`src/rtl/gpio_port_pkg.sv`:
```
package gpio_port_pkg;
  localparam int ADDR_W    = 7;
  localparam int IDX_W     = 5;
  localparam int REG_COUNT = 17;
  localparam int CFG_COUNT = 5;

  localparam logic [1:0] SIZE_HALF = 2'b01;

  localparam logic [IDX_W-1:0] IDX_DATA  = 5'd0;
  localparam logic [IDX_W-1:0] IDX_MSKA  = 5'd4;
  localparam logic [IDX_W-1:0] IDX_MSKB  = 5'd8;
  localparam logic [IDX_W-1:0] IDX_CFG0  = 5'd12;
  localparam logic [IDX_W-1:0] IDX_LIMIT = 5'd17;

  // config word positions inside the configuration bank
  localparam int CFG_DIR   = 0;
  localparam int CFG_POLAR = 1;
  localparam int CFG_EDGE  = 2;
  localparam int CFG_BOTH  = 3;
  localparam int CFG_INEN  = 4;

  typedef enum logic [1:0] {
    OP_LOAD = 2'd0,
    OP_CLR  = 2'd1,
    OP_SET  = 2'd2,
    OP_TGL  = 2'd3
  } alias_op_e;

  typedef struct packed {
    logic             hit;
    logic             err;
    logic [IDX_W-1:0] idx;
  } bus_dec_t;
endpackage

```
`src/rtl/gpio_bus_decode.sv`:
```
module gpio_bus_decode
  import gpio_port_pkg::*;
(
  input  logic              req_vld,
  input  logic [ADDR_W-1:0] req_addr,
  input  logic [1:0]        req_size,
  output bus_dec_t          dec
);
  logic bad_size, bad_align, bad_range;

  always_comb begin
    bad_size   = (req_size != SIZE_HALF);
    bad_align  = (req_addr[1:0] != 2'b00);
    bad_range  = (req_addr[ADDR_W-1:2] >= IDX_LIMIT);
    dec.idx    = req_addr[ADDR_W-1:2];
    dec.err    = req_vld && (bad_size || bad_align || bad_range);
    dec.hit    = req_vld && !(bad_size || bad_align || bad_range);
  end
endmodule

```
`src/rtl/gpio_alias_reg.sv`:
```
module gpio_alias_reg
  import gpio_port_pkg::*;
#(
  parameter int               W         = 16,
  parameter logic [IDX_W-1:0] BASE_IDX  = 5'd0,
  parameter bit               HAS_ALIAS = 1'b1
)(
  input  logic             clk,
  input  logic             rst_n,
  input  logic             wr_en,
  input  logic [IDX_W-1:0] wr_idx,
  input  logic [W-1:0]     wr_data,
  input  logic [W-1:0]     hw_mask,
  input  logic [W-1:0]     hw_val,
  output logic [W-1:0]     q
);
  logic      in_grp;
  alias_op_e op;
  logic [W-1:0] sw_next, q_next;

  generate
    if (HAS_ALIAS) begin : g_alias
      always_comb begin
        in_grp = (wr_idx[IDX_W-1:2] == BASE_IDX[IDX_W-1:2]);
        op     = alias_op_e'(wr_idx[1:0]);
      end
    end else begin : g_plain
      always_comb begin
        in_grp = (wr_idx == BASE_IDX);
        op     = OP_LOAD;
      end
    end
  endgenerate

  always_comb begin
    sw_next = q;
    if (wr_en && in_grp) begin
      unique case (op)
        OP_LOAD: sw_next = wr_data;
        OP_CLR:  sw_next = q & ~wr_data;
        OP_SET:  sw_next = q | wr_data;
        OP_TGL:  sw_next = q ^ wr_data;
        default: sw_next = q;
      endcase
    end
    q_next = (sw_next & ~hw_mask) | (hw_val & hw_mask);
  end

  always_ff @(posedge clk or negedge rst_n) begin
    if (!rst_n) q <= '0;
    else        q <= q_next;
  end

  // bits set through the set slot read as 1 unless hardware owns them
  a_r4_set_sticks: assert property (@(posedge clk) disable iff (!rst_n)
    (wr_en && in_grp && op == OP_SET) |=>
      ((q & $past(wr_data) & ~$past(hw_mask)) == ($past(wr_data) & ~$past(hw_mask))));

  // bits cleared through the clear slot read as 0 unless hardware owns them
  a_r4_clear_sticks: assert property (@(posedge clk) disable iff (!rst_n)
    (wr_en && in_grp && op == OP_CLR) |=>
      ((q & $past(wr_data) & ~$past(hw_mask)) == '0));
endmodule

```
`src/rtl/gpio_pin_sense.sv`:
```
module gpio_pin_sense #(
  parameter int W = 16
)(
  input  logic         clk,
  input  logic         rst_n,
  input  logic [W-1:0] pins_async,
  input  logic [W-1:0] enabled,
  input  logic [W-1:0] polar,
  input  logic [W-1:0] edge_sel,
  input  logic [W-1:0] both_sel,
  output logic [W-1:0] level,
  output logic [W-1:0] qual
);
  logic [W-1:0] meta_q, sync_q, prev_q;

  always_ff @(posedge clk or negedge rst_n) begin
    if (!rst_n) begin
      meta_q <= '0;
      sync_q <= '0;
      prev_q <= '0;
    end else begin
      meta_q <= pins_async;
      sync_q <= meta_q;
      prev_q <= sync_q;
    end
  end

  assign level = sync_q;

  generate
    for (genvar i = 0; i < W; i++) begin : g_pin
      logic rise, fall, edge_hit, lvl_hit;
      always_comb begin
        rise     = sync_q[i] & ~prev_q[i];
        fall     = ~sync_q[i] & prev_q[i];
        edge_hit = both_sel[i] ? (rise | fall) : (polar[i] ? fall : rise);
        lvl_hit  = sync_q[i] ^ polar[i];
        qual[i]  = enabled[i] & (edge_sel[i] ? edge_hit : lvl_hit);
      end
    end
  endgenerate

  // a pin that was not enabled never qualifies
  a_r7_disabled_quiet: assert property (@(posedge clk) disable iff (!rst_n)
    ((qual & ~enabled) == '0));

  // in single-edge rising mode a steady high level after the edge stops qualifying
  a_r10_single_pulse: assert property (@(posedge clk) disable iff (!rst_n)
    ($past(qual[0]) && $stable(edge_sel) && $stable(both_sel) && $stable(polar)
      && edge_sel[0] && $stable(sync_q[0])) |-> !qual[0]);
endmodule

```
`src/rtl/gpio_irq_port.sv`:
```
module gpio_irq_port
  import gpio_port_pkg::*;
#(
  parameter int PIN_W = 16
)(
  input  logic              clk,
  input  logic              rst_n,
  input  logic              bus_vld,
  input  logic              bus_wr,
  input  logic [ADDR_W-1:0] bus_addr,
  input  logic [1:0]        bus_size,
  input  logic [PIN_W-1:0]  bus_wdata,
  output logic              rsp_vld,
  output logic              rsp_err,
  output logic [PIN_W-1:0]  rsp_rdata,
  input  logic [PIN_W-1:0]  pins_in,
  output logic              irq_a,
  output logic              irq_b
);
  bus_dec_t dec;
  logic     reg_we;
  logic [PIN_W-1:0] data_q, mska_q, mskb_q;
  logic [PIN_W-1:0] cfg_q [CFG_COUNT];
  logic [PIN_W-1:0] hw_own, pin_lvl, pin_qual, rd_mux;
  logic             data_grp_we;

  gpio_bus_decode u_dec (
    .req_vld (bus_vld),
    .req_addr(bus_addr),
    .req_size(bus_size),
    .dec     (dec)
  );

  assign reg_we      = dec.hit && bus_wr;
  assign data_grp_we = reg_we && (dec.idx[IDX_W-1:2] == IDX_DATA[IDX_W-1:2]);
  assign hw_own      = cfg_q[CFG_DIR] & cfg_q[CFG_INEN];

  gpio_alias_reg #(.W(PIN_W), .BASE_IDX(IDX_DATA), .HAS_ALIAS(1'b1)) u_data (
    .clk(clk), .rst_n(rst_n), .wr_en(reg_we), .wr_idx(dec.idx), .wr_data(bus_wdata),
    .hw_mask(hw_own), .hw_val(pin_lvl), .q(data_q)
  );

  gpio_alias_reg #(.W(PIN_W), .BASE_IDX(IDX_MSKA), .HAS_ALIAS(1'b1)) u_mska (
    .clk(clk), .rst_n(rst_n), .wr_en(reg_we), .wr_idx(dec.idx), .wr_data(bus_wdata),
    .hw_mask('0), .hw_val('0), .q(mska_q)
  );

  gpio_alias_reg #(.W(PIN_W), .BASE_IDX(IDX_MSKB), .HAS_ALIAS(1'b1)) u_mskb (
    .clk(clk), .rst_n(rst_n), .wr_en(reg_we), .wr_idx(dec.idx), .wr_data(bus_wdata),
    .hw_mask('0), .hw_val('0), .q(mskb_q)
  );

  generate
    for (genvar c = 0; c < CFG_COUNT; c++) begin : g_cfg
      gpio_alias_reg #(.W(PIN_W), .BASE_IDX(IDX_CFG0 + 5'(c)), .HAS_ALIAS(1'b0)) u_cfg (
        .clk(clk), .rst_n(rst_n), .wr_en(reg_we), .wr_idx(dec.idx), .wr_data(bus_wdata),
        .hw_mask('0), .hw_val('0), .q(cfg_q[c])
      );
    end
  endgenerate

  gpio_pin_sense #(.W(PIN_W)) u_sense (
    .clk       (clk),
    .rst_n     (rst_n),
    .pins_async(pins_in),
    .enabled   (hw_own),
    .polar     (cfg_q[CFG_POLAR]),
    .edge_sel  (cfg_q[CFG_EDGE]),
    .both_sel  (cfg_q[CFG_BOTH]),
    .level     (pin_lvl),
    .qual      (pin_qual)
  );

  always_comb begin
    rd_mux = '0;
    unique case (dec.idx[IDX_W-1:2])
      3'd0:    rd_mux = data_q;
      3'd1:    rd_mux = mska_q;
      3'd2:    rd_mux = mskb_q;
      3'd3:    rd_mux = cfg_q[dec.idx[1:0]];
      3'd4:    rd_mux = cfg_q[CFG_INEN];
      default: rd_mux = '0;
    endcase
  end

  always_ff @(posedge clk or negedge rst_n) begin
    if (!rst_n) begin
      rsp_vld   <= 1'b0;
      rsp_err   <= 1'b0;
      rsp_rdata <= '0;
      irq_a     <= 1'b0;
      irq_b     <= 1'b0;
    end else begin
      rsp_vld   <= bus_vld;
      rsp_err   <= dec.err;
      rsp_rdata <= (dec.hit && !bus_wr) ? rd_mux : '0;
      irq_a     <= |(pin_qual & mska_q);
      irq_b     <= |(pin_qual & mskb_q);
    end
  end

  // one response per request, one cycle later
  a_r6_rsp_follows: assert property (@(posedge clk) disable iff (!rst_n)
    bus_vld |=> rsp_vld);
  a_r6_no_stray_rsp: assert property (@(posedge clk) disable iff (!rst_n)
    !bus_vld |=> !rsp_vld);
  // an error only comes with a response and carries no data
  a_r5_err_with_rsp: assert property (@(posedge clk) disable iff (!rst_n)
    rsp_err |-> (rsp_vld && rsp_rdata == '0));
  // an interrupt line only rises through a nonzero mask
  a_r12_irq_a_masked: assert property (@(posedge clk) disable iff (!rst_n)
    irq_a |-> ($past(mska_q) != '0));
  a_r12_irq_b_masked: assert property (@(posedge clk) disable iff (!rst_n)
    irq_b |-> ($past(mskb_q) != '0));
  // data bits of pins not owned by hardware only move on a data write
  a_r7_sw_bits_hold: assert property (@(posedge clk) disable iff (!rst_n)
    !$past(data_grp_we) |-> (((data_q ^ $past(data_q)) & ~$past(hw_own)) == '0));
endmodule

```
`config.mk`:
```
export PLATFORM = sky130hd
export DESIGN_NAME = gpio_irq_port
export DESIGN_NICKNAME = d
export VERILOG_FILES = /design/src/rtl/gpio_port_pkg.sv /design/src/rtl/gpio_bus_decode.sv /design/src/rtl/gpio_alias_reg.sv /design/src/rtl/gpio_pin_sense.sv /design/src/rtl/gpio_irq_port.sv
export SDC_FILE = /design/constraint.sdc
export NUM_CORES = 1
export LEC_CHECK = 0
export ABC_CLOCK_PERIOD_IN_PS = 3000
export CAP_MARGIN = 20
export CORE_MARGIN = 2
export CORE_UTILIZATION = 50
export CTS_CLUSTER_DIAMETER = 120
export CTS_CLUSTER_SIZE = 20
export DETAILED_ROUTE_END_ITERATION = 12
export PLACE_DENSITY_LB_ADDON = 0.15
export SLEW_MARGIN = 40
export SYNTH_ARGS = -nofsm -noshare
export SYNTH_HDL_FRONTEND = slang
export SYNTH_SLANG_ARGS = --single-unit
```
`constraint.sdc`:
```
create_clock -name clk -period 3 [get_ports clk]
set_input_delay 0.6 -clock clk [delete_from_list [all_inputs] [get_ports clk]]
set_output_delay 0.6 -clock clk [all_outputs]
set_load 0.01 [all_outputs]
```
==> Implementation_results.wiki <==
{| class="wikitable"
! Metric !! Value
|-
| Finished layout cell area || 13600 µm²
|-
| Number of pins exceeding their max-slew limit in the final report || 0
|-
| Pre-Repair DR Iteration Count || 5
|-
| Die width || 158 µm
|-
| Maximum achievable frequency || 376 MHz
|-
| Diodes inserted || 0
|-
| Clock-pin slew of the registers on the worst-case setup and hold paths || 70 ps
|-
| Number of remaining DRC errors || 0
|-
| Gr ovfl total || 0
|-
| Final instance count without filler cells || 1538
|-
| Slew at the pin closest to its max-slew limit || 891 ps
|-
| Arrival time reported for the critical path endpoint || 2990 ps
|-
| Average footprint of a synthesized cell || 10.4 µm²
|-
| Die area || 24800 µm²
|-
| Final Wtd Congestion || 0.866
|-
| Max-Slew Margin vs Limit || 0.406
|-
| Launching element type of the critical path || input port
|-
| Routed vias || 8761
|-
| Worst hold path type || input port to async pin
|-
| MaxCap Viol Count || 0
|-
| Layout overhead on the synthesized area || 15.7%
|-
| Total CTS buffers || 17
|-
| Row Count || 56
|-
| Worst reg2reg path startpoint || g_cfg[4].u_cfg.q[8]
|-
| PnR worst setup slack || 341 ps
|-
| Maximum fanout along the worst path || 6
|-
| Final HPWL DP || 20800 µm
|-
| Number of placed cells counting well taps || 1506
|-
| Clock tree from TritonCTS || yes
|-
| Count of flip-flops with a built-in enable after synthesis || 0
|-
| Post-synthesis share of cell area spent on full adders, half adders and majority gates || 0.136
|-
| Critical Setup Path Class || input port to flop
|-
| CP Capture Type || flop
|-
| Wire per inst || 19.1 µm
|-
| Fraction of synthesized area in multiplexers || 0.149
|-
| Antenna violations before repair || 0
|-
| Buffers on Ports || 64
|-
| Result of the run || complete, no violations
|-
| Power per unit of standard cell area || 426 nW/µm²
|-
| Initial Utilization || 0.505
|-
| Cell with the biggest individual delay on the critical path || or4b_2
|-
| Synth Area in Simple Gates || 0.103
|-
| Buffer count from post-CTS setup fixing || 0
|-
| Layout net count || 1379
|-
| Number of synthesized register bits || 196
|-
| Setup Slack @ Placement || -128 ps
|-
| # IOs || 65
|-
| Post-route clock skew || 11.4 ps
|-
| Compound-cell area share of the yosys netlist || 0.131
|-
| Final standard cell utilization of the core || 0.584
|-
| RSZ-0062 raised after global routing || false
|-
| Total length of routed wires || 29400 µm
|-
| Global-route usage over all layers || 0.252
|-
| Clock tree root buffer cell || clkbuf_16
|-
| Number of nets produced by synthesis || 1303
|-
| Area of the mapped netlist || 11800 µm²
|-
| Sequential-to-total area share from yosys stat || 0.416
|-
| Final Hold Vio Count || 0
|-
| Worst Hold Slack || 184 ps
|-
| Dominant combinational cell family by area after synthesis || multiplexers
|-
| Async S/R FF share, synth || 1.00
|-
| Largest stage delay on the critical path || 680 ps
|-
| R2R Setup Slk || 660 ps
|-
| Critical path required time || 3330 ps
|-
| Most instantiated flip-flop cell in the synthesis netlist || dfrtp_1
|-
| Final setup violation count || 0
|-
| Largest net degree at the start of global routing || 157
|-
| Y dimension of the die || 158 µm
|-
| Hold-fix buffers, CTS || 0
|-
| Share of post-route cells with drive strength above 1 || 0.166
|-
| Maximum buffer depth of the clock tree || 2
|-
| Static power due to leakage || 6.38 nW
|-
| Number of global-route vias before repair || 8514
|-
| Number of H-tree levels || 4
|-
| Count of distinct cell types in the synthesized netlist || 53
|-
| Number of standard cells after synthesis || 1130
|-
| Post-cts repair resize count || 0
|-
| Setup total negative slack || 0 ps
|-
| Clk sink count || 196
|-
| Logic depth of the worst register-to-register path || 7
|-
| Reg-to-reg endpoint || irq_b
|-
| Placed Instance Area || 13000 µm²
|-
| Wire length of the first global-routing pass || 48100 µm
|-
| Antenna-violating nets left || 0
|-
| Design Power || 5.81 mW
|-
| Number of design-rule violations left by the first detailed-router iteration || 589
|-
| Clock latency reported for the late side of the worst-skew pair || 440 ps
|-
| Peak supply drop || 0.000279 V
|-
| Final worst-path cycle share || 0.886
|-
| Via density || 5.70
|-
| Critical-path cell list || clkdlybuf4s50_1 > or4b_2 > a21oi_2 > nand3_4 > nor4b_4 > buf_4 > mux2_2
|-
| Yosys warnings || 0
|-
| Placeable core region || 23300 µm²
|-
| Final period demand of the worst path || 2660 ps
|-
| XOR/XNOR share of the synthesized area || 0.0119
|}
==> critical path, delay by kind of cell <==
| kind | cells | cell delay, ps |
|---|---|---|
| compound gates | 1 | 200 |
| buf+inv | 2 | 610 |
| mux | 1 | 340 |
| simple gates | 3 | 1240 |
==> cell usage after synthesis (all sizes together) (2+ instances only) <==
cell,n,area [µm²]
or4,2,15.0
nand3,16,92.6
nor3b,3,22.5
nor3,16,80.1
a211o,6,52.6
a21oi,110,554
buf,21,116
xnor2,12,105
nand4,18,113
a31oi,16,100
ha,128,1600
mux2,84,946
o21ai,28,140
o211ai,2,15.0
a22oi,35,263
mux4,25,567
mux2i,24,240
nor4,9,86.3
nor2b,8,50.1
clkbuf,30,113
inv,108,405
and2,4,25.0
a211oi,44,330
xor2,4,35.0
dfrtp,196,4900
nor4b,3,56.3
nand2,67,254
nor2,94,355
a2111oi,4,35.0
==> layer usage <==
layer,up-vias,track usage,routed length (µm)
met5,-,0,0
met3,25,0.0443,1430
met1,4344,0.356,13600
li1,4173,-,-
met4,0,0.0563,349
met2,219,0.408,14000
==> how the worst max path moves through the flow <==
stage / from / endpoint / slack (ps) / depth (start not counted)
after detailed placement: bus_size[1] / g_cfg[4].u_cfg.q[15] / -130 / 7
final: bus_size[1] / g_cfg[4].u_cfg.q[15] / 340 / 7
after CTS: bus_size[1] / g_cfg[4].u_cfg.q[15] / 330 / 7
after floorplan: bus_addr[3] / g_cfg[4].u_cfg.q[10] / 220 / 7
after global routing: bus_size[1] / g_cfg[4].u_cfg.q[3] / 250 / 7
after global placement: bus_size[1] / g_cfg[4].u_cfg.q[15] / -110 / 7
==> layout make-up <==
class | count | area, µm²
Multi-Input combinational cell | 775 | 6260
Sequential cell | 196 | 4900
Inverter | 108 | 405
Tap cell | 319 | 399
Fill cell | 1969 | 9700
Clock buffer | 17 | 425
Clock inverter | 15 | 184
Timing Repair Buffer | 108 | 1040
==> state kept, by name (all words and copies together), names as in the netlist, 16 cells and up, named ones only <==
| name | count |
|---|---|
| u_mska.q | 16 |
| u_mskb.q | 16 |
| u_sense.level | 16 |
| u_sense.meta_q | 16 |
| g_cfg.u_cfg.q | 80 |
| rsp_rdata | 16 |
| u_sense.prev_q | 16 |
==> cell families after synthesis <==
| kind of cell | Yosys count |
|---|---|
| buffers and inverters | 159 |
| muxes | 133 |
| xor gates and xnor gates | 16 |
| AOI/OAI and AO/OA | 251 |
| adders and majority gates | 128 |
| and+or+nand+nor | 247 |
| DFF | 196 |
==> cell usage in the layout, fill, tap and decap left out, types with 35 or more instances in the layout <==
cell type / netlist / routed
inv_1: 108 / 108
clkdlybuf4s50_1: 0 / 61
nand2_1: 66 / 66
buf_4: 3 / 40
mux2_2: 84 / 84
a211oi_1: 44 / 44
dfrtp_1: 196 / 196
a21oi_1: 109 / 109
a22oi_1: 35 / 35
ha_1: 128 / 128
nor2_1: 93 / 92
==> where the power goes <==
group	switching [mW]	leakage [nW]	internal (mW)	total, mW
Sequential	0.0737	2.37	2.71	2.78
Clock	1.15	0.301	1.27	2.42
Combinational	0.350	3.71	0.256	0.605
Total	1.57	6.38	4.23	5.81
Note: power is estimated with default switching activity, not from simulation.
